**src/rtl/esc_snoop_pkg.sv**
```systemverilog
package esc_snoop_pkg;

    localparam logic [4:0] ESC_PATTERN = 5'b11011;

    typedef enum logic [1:0] {
        QS_IDLE  = 2'b00,
        QS_FIRST = 2'b01,
        QS_FLUSH = 2'b10,
        QS_LATER = 2'b11
    } qstat_e;

    typedef enum logic {
        DEC_IDLE  = 1'b0,
        DEC_MODRM = 1'b1
    } dec_state_e;

    typedef struct packed {
        logic [2:0] esc;
        logic [7:0] modrm;
    } cop_opcode_t;

    function automatic logic is_escape(input logic [7:0] b);
        return b[7:3] == ESC_PATTERN;
    endfunction

    function automatic logic is_mem_form(input logic [7:0] modrm);
        return modrm[7:6] != 2'b11;
    endfunction

    function automatic logic is_store(input logic [7:0] modrm);
        return modrm[5];
    endfunction

    function automatic logic [2:0] operand_words(input logic [2:0] esc);
        case (esc[1:0])
            2'b00:   return 3'd1;
            2'b01:   return 3'd2;
            2'b10:   return 3'd4;
            default: return 3'd5;
        endcase
    endfunction

endpackage

```
**src/rtl/esc_mirror_q.sv**
```systemverilog
module esc_mirror_q
    import esc_snoop_pkg::*;
#(
    parameter int DEPTH = 6
) (
    input  logic       clk,
    input  logic       rst,
    input  logic       fetch_stb,
    input  logic [7:0] fetch_byte,
    input  logic [1:0] qstat,
    output logic       pop_first,
    output logic       pop_later,
    output logic       flush,
    output logic [7:0] head_byte
);
    localparam int PW = (DEPTH > 1) ? $clog2(DEPTH) : 1;
    localparam int CW = $clog2(DEPTH + 1);
    localparam logic [CW-1:0] FULL_CNT = CW'(DEPTH);
    localparam logic [PW-1:0] LAST_PTR = PW'(DEPTH - 1);

    logic [7:0]    mem [DEPTH];
    logic [PW-1:0] rd_ptr, wr_ptr;
    logic [CW-1:0] count;
    logic          push_ok, pop_ok, not_empty;

    assign not_empty = count != '0;
    assign flush     = qstat == QS_FLUSH;
    assign pop_first = (qstat == QS_FIRST) && not_empty;
    assign pop_later = (qstat == QS_LATER) && not_empty;
    assign pop_ok    = pop_first || pop_later;
    assign push_ok   = fetch_stb && (count != FULL_CNT) && !flush;
    assign head_byte = mem[rd_ptr];

    function automatic logic [PW-1:0] bump(input logic [PW-1:0] p);
        return (p == LAST_PTR) ? '0 : p + 1'b1;
    endfunction

    always_ff @(posedge clk) begin
        if (rst || flush) begin
            rd_ptr <= '0;
            wr_ptr <= '0;
            count  <= '0;
        end else begin
            if (push_ok) begin
                mem[wr_ptr] <= fetch_byte;
                wr_ptr      <= bump(wr_ptr);
            end
            if (pop_ok) rd_ptr <= bump(rd_ptr);
            case ({push_ok, pop_ok})
                2'b10:   count <= count + 1'b1;
                2'b01:   count <= count - 1'b1;
                default: count <= count;
            endcase
        end
    end

    a_r1_no_overflow: assert property (@(posedge clk) disable iff (rst)
        count <= FULL_CNT);
    a_r2_full_drop: assert property (@(posedge clk) disable iff (rst)
        (count == FULL_CNT && fetch_stb && !pop_ok && !flush) |=> count == FULL_CNT);
    a_r3_flush_empties: assert property (@(posedge clk) disable iff (rst)
        flush |=> count == '0);
endmodule

```
**src/rtl/esc_decode.sv**
```systemverilog
module esc_decode
    import esc_snoop_pkg::*;
(
    input  logic        clk,
    input  logic        rst,
    input  logic        pop_first,
    input  logic        pop_later,
    input  logic        flush,
    input  logic [7:0]  head_byte,
    output logic        esc_seen,
    output logic        op_valid,
    output cop_opcode_t opcode,
    output logic        op_mem
);
    dec_state_e state;
    logic [2:0] esc_bits;

    always_ff @(posedge clk) begin
        if (rst) begin
            state    <= DEC_IDLE;
            esc_bits <= '0;
            esc_seen <= 1'b0;
            op_valid <= 1'b0;
            opcode   <= '0;
            op_mem   <= 1'b0;
        end else begin
            esc_seen <= 1'b0;
            op_valid <= 1'b0;
            if (pop_first) begin
                if (is_escape(head_byte)) begin
                    esc_seen <= 1'b1;
                    esc_bits <= head_byte[2:0];
                    state    <= DEC_MODRM;
                end else begin
                    state <= DEC_IDLE;
                end
            end else if (pop_later && state == DEC_MODRM) begin
                op_valid     <= 1'b1;
                opcode.esc   <= esc_bits;
                opcode.modrm <= head_byte;
                op_mem       <= is_mem_form(head_byte);
                state        <= DEC_IDLE;
            end else if (flush) begin
                state <= DEC_IDLE;
            end
        end
    end

    a_r4_esc_from_first: assert property (@(posedge clk) disable iff (rst)
        esc_seen |-> $past(pop_first));
    a_r5_op_one_cycle: assert property (@(posedge clk) disable iff (rst)
        op_valid |=> !op_valid);
    a_r5_op_from_later: assert property (@(posedge clk) disable iff (rst)
        op_valid |-> $past(pop_later));
endmodule

```
**src/rtl/esc_opr_capture.sv**
```systemverilog
module esc_opr_capture
    import esc_snoop_pkg::*;
#(
    parameter int AW = 20
) (
    input  logic          clk,
    input  logic          rst,
    input  logic          op_valid,
    input  cop_opcode_t   opcode,
    input  logic          op_mem,
    input  logic          new_instr,
    input  logic          opr_rd_stb,
    input  logic [AW-1:0] opr_addr,
    output logic          addr_valid,
    output logic [AW-1:0] ea,
    output logic          dma_req,
    output logic          dma_write,
    output logic [AW-1:0] dma_addr,
    output logic [2:0]    dma_len
);
    logic        armed;
    cop_opcode_t held_op, live_op;
    logic        live, accept;
    logic [2:0]  words;
    logic        store;

    assign live    = armed || (op_valid && op_mem);
    assign live_op = armed ? held_op : opcode;
    assign accept  = opr_rd_stb && live;
    assign words   = operand_words(live_op.esc);
    assign store   = is_store(live_op.modrm);

    always_ff @(posedge clk) begin
        if (rst) begin
            armed      <= 1'b0;
            held_op    <= '0;
            addr_valid <= 1'b0;
            ea         <= '0;
            dma_req    <= 1'b0;
            dma_write  <= 1'b0;
            dma_addr   <= '0;
            dma_len    <= '0;
        end else begin
            addr_valid <= 1'b0;
            dma_req    <= 1'b0;
            if (accept) begin
                armed      <= 1'b0;
                addr_valid <= 1'b1;
                ea         <= opr_addr;
                dma_addr   <= opr_addr;
                dma_write  <= store;
                if (store) begin
                    dma_req <= 1'b1;
                    dma_len <= words;
                end else if (words > 3'd1) begin
                    dma_req <= 1'b1;
                    dma_len <= words - 3'd1;
                end
            end else if (new_instr) begin
                armed <= 1'b0;
            end else if (op_valid && op_mem) begin
                armed   <= 1'b1;
                held_op <= opcode;
            end
        end
    end

    a_r6_addr_after_read: assert property (@(posedge clk) disable iff (rst)
        addr_valid |-> $past(opr_rd_stb));
    a_r8_dma_with_addr: assert property (@(posedge clk) disable iff (rst)
        dma_req |-> addr_valid && dma_addr == ea);
    a_r7_len_nonzero: assert property (@(posedge clk) disable iff (rst)
        dma_req |-> dma_len != 3'd0);
endmodule

```
**src/rtl/esc_snoop.sv**
```systemverilog
module esc_snoop
    import esc_snoop_pkg::*;
#(
    parameter int DEPTH = 6,
    parameter int AW    = 20
) (
    input  logic          clk,
    input  logic          rst,
    input  logic          fetch_stb,
    input  logic [7:0]    fetch_byte,
    input  logic [1:0]    qstat,
    input  logic          opr_rd_stb,
    input  logic [AW-1:0] opr_addr,
    output logic          esc_seen,
    output logic          op_valid,
    output logic [10:0]   opcode,
    output logic          op_mem,
    output logic          addr_valid,
    output logic [AW-1:0] ea,
    output logic          dma_req,
    output logic          dma_write,
    output logic [AW-1:0] dma_addr,
    output logic [2:0]    dma_len
);
    logic        pop_first, pop_later, flush;
    logic [7:0]  head_byte;
    cop_opcode_t op_s;

    esc_mirror_q #(.DEPTH(DEPTH)) u_queue (
        .clk(clk), .rst(rst),
        .fetch_stb(fetch_stb), .fetch_byte(fetch_byte), .qstat(qstat),
        .pop_first(pop_first), .pop_later(pop_later),
        .flush(flush), .head_byte(head_byte)
    );

    esc_decode u_decode (
        .clk(clk), .rst(rst),
        .pop_first(pop_first), .pop_later(pop_later),
        .flush(flush), .head_byte(head_byte),
        .esc_seen(esc_seen), .op_valid(op_valid),
        .opcode(op_s), .op_mem(op_mem)
    );

    esc_opr_capture #(.AW(AW)) u_capture (
        .clk(clk), .rst(rst),
        .op_valid(op_valid), .opcode(op_s), .op_mem(op_mem),
        .new_instr(pop_first),
        .opr_rd_stb(opr_rd_stb), .opr_addr(opr_addr),
        .addr_valid(addr_valid), .ea(ea),
        .dma_req(dma_req), .dma_write(dma_write),
        .dma_addr(dma_addr), .dma_len(dma_len)
    );

    assign opcode = op_s;
endmodule

```
**config.mk**
```make
export PLATFORM = sky130hd
export DESIGN_NAME = esc_snoop
export DESIGN_NICKNAME = d
export VERILOG_FILES = /design/src/rtl/esc_snoop_pkg.sv /design/src/rtl/esc_mirror_q.sv /design/src/rtl/esc_decode.sv /design/src/rtl/esc_opr_capture.sv /design/src/rtl/esc_snoop.sv
export SDC_FILE = /design/constraint.sdc
export NUM_CORES = 1
export LEC_CHECK = 0
export CORE_MARGIN = 5
export CORE_UTILIZATION = 40
export DETAILED_ROUTE_END_ITERATION = 6
export PLACE_DENSITY = 0.67
export RECOVER_POWER = 25
export SLEW_MARGIN = 10
export SYNTH_ARGS = -nofsm -noshare
export SYNTH_HDL_FRONTEND = slang
export SYNTH_SLANG_ARGS = --single-unit
```
**constraint.sdc**
```tcl
create_clock -name clk -period 2.4 [get_ports clk]
set_clock_uncertainty 0.15 [all_clocks]
set_input_delay 0.48 -clock clk [delete_from_list [all_inputs] [get_ports clk]]
set_output_delay 0.48 -clock clk [all_outputs]
set_load 0.005 [all_outputs]
```
==> results of run 1 <==
[tightest hold or removal path, delay by kind of cell (launching register included)]
family             cells  cell delay, ps
AOI/OAI and AO/OA      1              50
and+or+nand+nor        1              50
DFF                    1             320
[where the power goes]
group / switching [W] / internal, W / total [W]
combinational: 0.000112 / 0.000128 / 0.000239
clock: 0.000565 / 0.000616 / 0.00118
sequential: 0.0000217 / 0.00194 / 0.00196
total: 0.000698 / 0.00268 / 0.00338
[cells in the mapped netlist, drive strengths merged, types with 2 or more instances]
library cell and n:
buf 23, nand2 72, inv 10, mux2i 15, nor3 2, mux4 8, nand4 2, xor2 3
nand3 6, o211ai 2, mux2 13, or3 3, ha 5, nor4b 2, a211oi 6, xnor2 2
a2111oi 2, dfxtp 60, and2 2, a21oi 37, and3 2, nor4 2, nor2 18, clkbuf 15
edfxtp 48, nand2b 2
[area by class of cell]
cell class              instances  area share [%]
flip-flops and latches        108           46.97
multi-input cells             214           25.60
repair buffers                118           19.77
well taps                     140           3.114
clock buffers                  12           2.580
clock inverters                 4           1.290
inverters                      10          0.6673
[cells by family after synthesis]
logic type | Yosys count | share of synthesized area (%)
adders and majority gates | 6 | 1.899
DFF | 108 | 60.78
and+or+nand+nor | 116 | 11.54
AOI/OAI and AO/OA | 51 | 7.194
buffers and inverters | 48 | 6.101
xor gates and xnor gates | 5 | 1.007
muxes | 36 | 11.48
[metal layers]
layer | share of wire, % | up-vias
li1 | - | 1463
met1 | 44 | 1406
met2 | 48 | 91
met3 | 5.9 | 8
met4 | 1.1 | 0
met5 | 0 | -
[sequential cells by signal, summed over array words and instances (netlist names), 3 cells and up, named ones only]
signal	cells
u_queue.mem	48
u_capture.dma_addr	20
u_decode.opcode	11
u_capture.dma_len	3
u_capture.held_op	3
u_decode.esc_bits	3
u_queue.count	3
u_queue.rd_ptr	3
u_queue.wr_ptr	3
[worst max-delay path by stage]
stage                  start                 to  slack (ps)  cells after the start
floorplan                rst  u_queue.mem[1][0]         -10                      4
detailed placement  qstat[0]   u_queue.count[2]        -240                      9
global route        qstat[0]   u_queue.count[2]          50                      9
global placement    qstat[0]   u_queue.count[2]        -140                      9
CTS                 qstat[0]   u_queue.count[2]         160                      9
finish              qstat[0]   u_queue.count[2]         130                      9
[stage by stage]
step | setup TNS [ps] | setup WS (ps) | total power [W]
global placement | -226.8 | -144.4 | 0.002240
detailed placement | -911.6 | -236.3 | 0.002246
global route | 0 | 46.47 | 0.003532
CTS | 0 | 162.6 | 0.003432
finish | 0 | 131.6 | 0.003380
floorplan | -173.3 | -10.83 | 0.002129
==> results by group, run 1 <==
Setup path
  – Reg2Reg Depth: 5
  – CP top delay family: simple AND/OR/NAND/NOR gates
  – CP max FO: 2
  – Crit path kind: input pin to flip-flop
  – Reg2Reg Setup Slack: 210 ps
  – Worst EP arrival: 2410 ps
  – Crit-path cells: clkdlybuf4s50_1 -> nand2b_1 -> nand3_1 -> ha_1 -> inv_1 -> fa_1 -> xor2_1 -> or3_1 -> a21oi_1
  – Req. time, crit path: 2540 ps
  – Buffer and inverter count on the worst path: 2
  – Setup crit end kind: flip-flop
  – Crit-path max cell delay: approximately 420 ps
  – Startpoint types: input pin
  – Critical-path top delay cell: clkdlybuf4s50_1
  – RR Endpoint: u_decode.esc_bits[0]

STA
  – Final period util: 94.52%
  – Worst hold slack: 310.4 ps
  – Slew Viols, Final: 0
  – RSZ-0062 raised after global routing: false
  – Final-report setup violation count: 0
  – Worst rel slew slack: roughly 39%
  – Max Clk Rate: 440.8 MHz
  – Tightest Pin Transition: about 920 ps
  – Final Hold Violating Endpoints: 0
  – Crit path time final: 2268 ps

Global route
  – All-Layer GR Usage: 13.80%
  – Gr busiest metal: met2
  – First-pass GRT wire length: between 10000 and 15000 um
  – Largest net degree at the start of global routing: 44
  – Met3 Use GR: 2.590%
  – Initial antenna violation count: 0
  – Vias in the first global route: 2871
  – Met1 Track Usage GR: ~17%
  – Total overflow reported by the global router: 0
  – Met2 usage: 23.85%

Placed design
  – Final Wtd Congestion: 0.8131
  – Placed inst area: 5414 um^2
  – Detail Placement HPWL: roughly 6600 um
  – Post-Place Cells: 590
  – IO Port Bufs: slightly above 90

Synth
  – Number of synthesized flops with an enable pin: 48
  – Yosys reg bits: 108
  – Synth area leader: edfxtp_1
  – Register area share after synthesis: 60.78%
  – Synth top area share: 33.15%
  – Cell variety after synth: 39
  – Synthesized net count: 410
  – Synthesized cell area: ~4300 um^2
  – Ys flop type: dfxtp_1
  – Ys Warns: 0
  – FFs w/ async S/R, synth: 0%
  – Syn Inst Count: 370
  – Syn_area_per_cell: 11.75 um^2
  – Ranking of synthesized cells by area: edfxtp_1, dfxtp_1, nand2_1, a21oi_1, buf_4

Floorplanning
  – # IOs: 94
  – Row cnt: 38
  – Die area: 13060 um^2
  – Core Area: 10750 um^2
  – Width of the die: 114.3 um
  – Die H: 114.3 um
  – Starting Density: 40.46%

Clock network
  – H-tree depth: 3
  – CTS tree: done
  – Worst-Skew Late Latency: between 300 and 400 ps
  – CTS Hold Buffers Added: 0
  – CTS Sinks: 108
  – Post-CTS Setup Repair Bufs: 0
  – Clk buf depth: 2
  – PostCTS Resize Cnt: 0
  – CTS buffer count: 9
  – Root Driver: clkbuf_8
  – CTS clk-pin slew, worst paths: 100 ps

Layout
  – Sequential cell area: roughly 2600 um^2
  – Most frequent cells in the layout: clkdlybuf4s50_1, nand2_1, dfxtp_1
  – Fin util: 52.35%
  – Most common cell after layout, fill and taps aside: clkdlybuf4s50_1
  – Fillers: 967
  – Fin area: between 5000 and 6000 um^2
  – Multi-input gate area: 1440 um^2
  – # diodes: 0
  – Non-Filler Instances: 606
  – Final net count: 501
  – Layout cells sized above 1: 12.02%
  – Area delta synth->final: 29.38%

Drt
  – Final ANT Viol Nets: 0
  – Pre-antenna DRT Iters: 7
  – Starting DRT DRC Count: 132
  – DRC violations left: 0
  – Post-DR wirelength/cell: ~15 um
  – Vias per cell: 4.898
  – Total Wirelength: approximately 8900 um
  – Vias after detailed routing: 2968

Worst hold path
  – Worst min path class: flip-flop to flip-flop
  – WHS Endpoint: u_decode.opcode[9]
  – Hold Crit Depth: 2
  – Min-delay src: u_decode.esc_bits[1]

Status
  – Outcome: finished, final reports clean

Power and ir drop
  – Static leakage: 1.871 nW
  – PD cells: ~600 nW/um^2
  – Maximum vdd ir drop: 0.4079 mV

Flow run
  – # Max-Cap Violations: 0
(Power assumes the default switching activity.)
==> inputs of run 2 (changes only) <==
--- a/config.mk
+++ b/config.mk
@@ -6,9 +6,9 @@
 export NUM_CORES = 1
 export LEC_CHECK = 0
 export CORE_MARGIN = 5
-export CORE_UTILIZATION = 40
+export CORE_UTILIZATION = 39
 export DETAILED_ROUTE_END_ITERATION = 6
-export PLACE_DENSITY = 0.67
+export PLACE_DENSITY = 0.66
 export RECOVER_POWER = 25
 export SLEW_MARGIN = 10
 export SYNTH_ARGS = -nofsm -noshare
==> run 2 against run 1 <==
  * Setup slack worse by 7.0 ps
  * Non-clock buffer count fell by 2
  * First-iteration DRC count down 23%
  * Sequential share of layout area rose by 0.25 points
  * Utilization is 0.96 points lower
  * Die area increased by 2.3%
  * Global-route usage fell by 0.70 points
  * Critical endpoint unchanged
  * Wire length shrank 1.2%
  * Critical path depth did not move
==> results by group, run 2 (same netlist as run 1, synthesis figures left out) <==
Status
  – Outcome: finished, final reports clean

STA
  – Max Clk Rate: 439.5 MHz (-0.31%)
  – Slew Viols, Final: 0 (unchanged)
  – Final-report setup violation count: 0 (unchanged)
  – RSZ-0062 raised after global routing: false
  – Final Hold Violating Endpoints: 0 (unchanged)
  – Tightest Pin Transition: 905.8 ps (-16.33 ps)
  – Smallest setup slack after layout: 124.6 ps (-6.954 ps)
  – Final period util: 94.81% (+0.29 points)
  – Crit path time final: 2275 ps (+6.954 ps)
  – Worst rel slew slack: 39.62% (+1.1 points)

Clock network
  – Root Driver: clkbuf_8
  – CTS clk-pin slew, worst paths: 90 ps (about the same)
  – CTS buffer count: 9 (unchanged)
  – H-tree depth: 3 (unchanged)
  – CTS Sinks: 108 (unchanged)
  – CTS tree: done
  – Post-CTS Setup Repair Bufs: 0 (unchanged)
  – Clk buf depth: 2 (unchanged)
  – Worst-Skew Late Latency: 360 ps (about the same)

Floorplanning
  – # IOs: 94 (unchanged)
  – Core Area: 10890 um^2 (+1.3%)
  – Row cnt: 38 (unchanged)
  – Starting Density: 39.93% (-0.53 points)
  – Die area: 13360 um^2 (+2.3%)
  – Width of the die: 115.6 um (+1.2%)
  – Die H: 115.6 um (+1.2%)

Setup path
  – Req. time, crit path: 2540 ps (about the same)
  – Crit path kind: input pin to flip-flop
  – CP max FO: 2 (unchanged)
  – Worst EP arrival: 2420 ps (about the same)
  – Setup crit end kind: flip-flop
  – Startpoint types: input pin

Layout
  – Top reg by flops: u_queue.mem
  – Fillers: 1031 (+6.6%)
  – Most common cell after layout, fill and taps aside: clkdlybuf4s50_1
  – Layout cells sized above 1: 11.42% (-0.59 points)
  – Max reg flops: 48 (unchanged)
  – Most frequent cells in the layout: clkdlybuf4s50_1, nand2_1, dfxtp_1
  – Non-Filler Instances: 604 (-0.33%)
  – Biggest regs: u_queue.mem: 48 flops, u_capture.dma_addr: 20 flops, u_decode.opcode: 11 flops
  – Final net count: 499 (-0.40%)
  – # diodes: 0 (unchanged)
  – Area delta synth->final: 28.69%

Drt
  – DRC violations left: 0 (unchanged)
  – Pre-antenna DRT Iters: 4 (-3)
  – Vias per cell: 4.838 (-1.2%)
  – Post-DR wirelength/cell: 14.60 um (-0.89%)
  – Total Wirelength: 8820 um (-1.2%)
  – Vias after detailed routing: 2922 (-1.5%)
  – Final ANT Viol Nets: 0 (unchanged)
  – Starting DRT DRC Count: 101 (-23%)

Worst hold path
  – Worst min path class: flip-flop to flip-flop

Placed design
  – Final Wtd Congestion: 0.8361 (+2.8%)
  – Post-Place Cells: 588 (-0.34%)
  – Detail Placement HPWL: 6599 um (-0.57%)
  – Post-placement setup slack: -249.6 ps (-13.32 ps)
  – IO Port Bufs: 93 (unchanged)

Power and ir drop
  – PD cells: 585.1 nW/um^2 (-2.6%)
  – Maximum vdd ir drop: 0.3301 mV (-19%)
  – Static leakage: 1.855 nW (-0.85%)

Global route
  – Initial antenna violation count: 0 (unchanged)
  – First-pass GRT wire length: 13790 um (-4.0%)
  – Met2 usage: 21.95% (-1.9 points)
  – Met3 Use GR: 2.872% (+0.28 points)
  – Total overflow reported by the global router: 0 (unchanged)
  – Met1 Track Usage GR: 16.85% (-0.60 points)
  – Largest net degree at the start of global routing: 44 (unchanged)
  – Vias in the first global route: 2778 (-3.2%)
  – Gr busiest metal: met2
  – All-Layer GR Usage: 13.10% (-0.70 points)

Flow run
  – # Max-Cap Violations: 0 (unchanged)
-- run 2: cell count changes in the layout (fill, tap and decap cells not counted) --
cell             change
buf_4                -2
bufinv_16            -2
clkbuf_8             +2
clkbuf_1             +1
clkbuf_16            +1
clkbuf_2             -1
clkdlybuf4s50_1      +1
clkinv_2             -1
clkinvlp_4           -1
dlygate4sd3_1        -1
ha_1                 -1
ha_2                 +1
inv_1                +1
-- run 2: area by class of cell --
type,instances,area [um^2],share of cell area [%]
Sequential cell,108,2643,47.23
Clock inverter,1,3.754,0.06708
Timing Repair Buffer,116,1096,19.59
Tap cell,140,175.2,3.131
Inverter,10,37.54,0.6708
Clock buffer,15,197.7,3.533
Multi-Input combinational cell,214,1443,25.78
-- run 2: layer usage --
metal	vias to the layer above	share of wire (%)
met3	13	7.6
met5	-	0
met2	94	46
met1	1358	45
met4	0	1.7
li1	1457	-
-- run 2: worst paths after layout --
kind,from,endpoint,slack [ps],depth (start not counted)
max,qstat[0],u_queue.count[2],120,9
min,u_decode.esc_bits[0],u_decode.esc_bits[0],310,2
min reg2reg,u_decode.esc_bits[0],u_decode.esc_bits[0],310,2
max reg2reg,flip-flop,u_decode.esc_bits[1],200,5
-- run 2: critical path, stage by stage --
cell             delay, ps
clkdlybuf4s50_1        410
nand2b_1               180
nand3_1                120
ha_2                   200
inv_1                   50
fa_1                   370
xor2_1                 160
or3_1                  310
a21oi_1                140
-- run 2: power breakdown --
part           leakage [nW]  switching, W  total [W]  internal, W
sequential            0.917     0.0000204    0.00196      0.00194
clock                 0.106      0.000551    0.00108     0.000525
combinational         0.831      0.000111   0.000240     0.000128
total                  1.85      0.000682    0.00327      0.00259
-- run 2: through the flow --
step	setup TNS (ps)	util (%)	hold slack, ps	area, um^2	power (W)
detailed placement	-1049	49.59	299.3	5399	0.002244
global placement	-340.2	49.59	290.9	5399	0.002240
floorplan	-173.3	-	282.1	4348	0.002129
finish	0	51.39	309.8	5595	0.003274
global route	0	51.39	336.5	5595	0.003400
CTS	0	51.44	313.2	5600	0.003326
-- run 2: what timing repair did --
item	in CTS	in global routing
gates resized for setup	0	1
hold buffers	0	0
setup endpoints to repair	0	1
==> inputs of run 3 (changes only) <==
--- a/config.mk
+++ b/config.mk
@@ -6,11 +6,10 @@
 export NUM_CORES = 1
 export LEC_CHECK = 0
 export CORE_MARGIN = 5
-export CORE_UTILIZATION = 39
+export CORE_UTILIZATION = 45
 export DETAILED_ROUTE_END_ITERATION = 6
-export PLACE_DENSITY = 0.66
+export PLACE_DENSITY = 0.74
 export RECOVER_POWER = 25
-export SLEW_MARGIN = 10
 export SYNTH_ARGS = -nofsm -noshare
 export SYNTH_HDL_FRONTEND = slang
 export SYNTH_SLANG_ARGS = --single-unit
==> constraint.sdc (replaced) <==
create_clock -name clk -period 1.8 [get_ports clk]
set_clock_uncertainty 0.15 [all_clocks]
set_input_delay 0.36 -clock clk [delete_from_list [all_inputs] [get_ports clk]]
set_output_delay 0.36 -clock clk [all_outputs]
set_load 0.005 [all_outputs]
==> run 3 against run 2 <==
  * The run now ends with negative setup slack left
  * Final cell count grew 2.3%
  * Via count rose by 5.3%
  * Clock power up 51%
  * Hold slack about the same
  * Count of clock-buffer cells in the layout shrank 2
  * Critical path depth fell by 4
==> results by group, run 3 (same netlist as run 1, synthesis figures left out) <==
Status
  – Outcome: complete, but fails checks
  – Violated checks: negative setup slack

Setup path
  – Setup crit end kind: flip-flop
  – Worst EP arrival: 2120 ps (-300 ps)
  – Reg2Reg Depth: 5 (unchanged)
  – Crit path kind: flip-flop to flip-flop
  – Req. time, crit path: 1930 ps (-610 ps)
  – CP max FO: 5 (+3)
  – Startpoint types: flip-flop

Drt
  – Total Wirelength: 9395 um (+6.5%)
  – Final ANT Viol Nets: 0 (unchanged)
  – Pre-antenna DRT Iters: 4 (unchanged)
  – Starting DRT DRC Count: 143 (+42%)
  – Post-DR wirelength/cell: 15.20 um (+4.1%)
  – DRC violations left: 0 (unchanged)
  – Vias per cell: 4.977 (+2.9%)
  – Vias after detailed routing: 3076 (+5.3%)

STA
  – Final Hold Violating Endpoints: 0 (unchanged)
  – Smallest setup slack after layout: -186.0 ps (-310.6 ps)
  – Final-report setup violation count: 13 (+13)
  – Final period util: 110.3%
  – Slew Viols, Final: 0 (unchanged)
  – Crit path time final: 1986 ps
  – Worst rel slew slack: 66.88% (+27 points)
  – Max Clk Rate: ~500 MHz
  – RSZ-0062 raised after global routing: true
  – Worst hold slack: 310.1 ps (+0.3160 ps)
  – Tightest Pin Transition: 496.8 ps (-409.0 ps)

Global route
  – Vias in the first global route: 3092 (+11%)
  – Largest net degree at the start of global routing: 44 (unchanged)
  – First-pass GRT wire length: 14840 um (+7.6%)
  – Total overflow reported by the global router: 0 (unchanged)
  – Initial antenna violation count: 0 (unchanged)
  – All-Layer GR Usage: 16.19% (+3.1 points)

Power and ir drop
  – Clock share of power: 34.6% (+1.8 points)
  – Static leakage: 2.114 nW (+14%)
  – Maximum vdd ir drop: 0.6376 mV (+93%)
  – Internal power: 0.003722 W (+44%)
  – PD cells: 770.2 nW/um^2 (+32%)
  – Combinational share of power: 9.9% (+2.6 points)
  – Final total power: 0.004704 W (+44%)
  – Sequential share of power: 55.5% (-4.3 points)
  – Sw Share: 20.86% (about the same)
  – Psw: 0.0009814 W (+44%)

Worst hold path
  – Worst min path class: flip-flop to flip-flop
  – Hold Crit Depth: 2 (unchanged)

Floorplanning
  – Die area: 11730 um^2 (-12%)
  – Row cnt: 35 (-7.9%)
  – Width of the die: 108.3 um (-6.3%)
  – # IOs: 94 (unchanged)
  – Starting Density: 46.61% (+6.7 points)
  – Core Area: 9328 um^2 (-14%)
  – Die H: 108.3 um (-6.3%)

Layout
  – # diodes: 0 (unchanged)
  – Biggest regs: u_queue.mem: 48 flops, u_capture.dma_addr: 20 flops, u_decode.opcode: 11 flops
  – Max reg flops: 48 (unchanged)
  – Most common cell after layout, fill and taps aside: clkdlybuf4s50_1
  – Fin util: 65.47% (+14 points)
  – Non-Filler Instances: 618 (+2.3%)
  – Most frequent cells in the layout: clkdlybuf4s50_1, nand2_1, edfxtp_1
  – Top reg by flops: u_queue.mem
  – Layout cells sized above 1: 26.99% (+16 points)
  – Final net count: 524 (+5.0%)
  – Area delta synth->final: 40.46%

Clock network
  – Root Driver: clkbuf_8
  – Worst-Skew Late Latency: 350 ps (about the same)
  – Clk buf depth: 2 (unchanged)
  – CTS tree: done
  – H-tree depth: 3 (unchanged)
  – CTS clk-pin slew, worst paths: 100 ps (about the same)
  – CTS Hold Buffers Added: 0 (unchanged)
  – CTS Sinks: 108 (unchanged)
  – CTS buffer count: 9 (unchanged)

Flow run
  – # Max-Cap Violations: 0 (unchanged)

Placed design
  – Final Wtd Congestion: 0.7757 (-7.2%)
  – Post-placement setup slack: -582.5 ps (-332.9 ps)
  – Post-Place Cells: 592 (+0.68%)
  – Detail Placement HPWL: 6629 um (+0.46%)
  – IO Port Bufs: 93 (unchanged)
## run 3: power by group through the flow
stage / Combinational (W) / Clock (W) / Sequential [W]
final: 0.000464 / 0.00163 / 0.00261
after detailed placement: 0.000359 / 0 / 0.00267
after CTS: 0.000409 / 0.00167 / 0.00261
after global routing: 0.000496 / 0.00176 / 0.00262
after global placement: 0.000346 / 0 / 0.00267
after floorplan: 0.000213 / 0 / 0.00266
## run 3: layer usage
metal / global-route usage (%) / vias to the layer above / share of wire (%)
met2: 28.95 / 96 / 50
met3: 2.746 / 13 / 5.6
li1: - / 1506 / -
met5: 0 / - / 0
met1: 19.53 / 1461 / 42
met4: 6.041 / 0 / 1.8
## run 3: through the flow
step	instance area [um^2]	setup TNS, ps
final	6107	-1024
after global routing	6107	-2323
after CTS	5964	-882.3
after detailed placement	5623	-26950
after global placement	5623	-25310
after floorplan	4462	-4767
## run 3: final timing paths
path / startpoint / to / slack, ps
max: flip-flop / u_decode.esc_bits[0] / -190
min: u_decode.opcode[10] / u_decode.opcode[10] / 310
max reg2reg: flip-flop / u_decode.esc_bits[0] / -190
min reg2reg: u_decode.opcode[10] / u_decode.opcode[10] / 310
## run 3: final cells by class
| type | instances | area, um^2 |
|---|---|---|
| timing repair buffer | 140 | 1371 |
| fill | 714 | 3221 |
| clock inverter | 3 | 56.30 |
| inverter | 10 | 37.54 |
| tap | 129 | 161.4 |
| clock buffer | 13 | 180.2 |
| sequential | 108 | 2674 |
| multi-input combinational | 215 | 1627 |
## run 3: timing repair
item,4_1_cts,5_1_grt
pin swaps,4,10
buffers inserted,5,5
endpoints found under the setup margin,40,52
gates resized for setup,25,42
gates cloned,1,1
## run 3: critical path: stages (launching register included)
cell and delay [ps]:
dfxtp_4 380, mux2_4 290, mux4_2 510, a2111oi_4 200, buf_4 200, mux2i_1 180
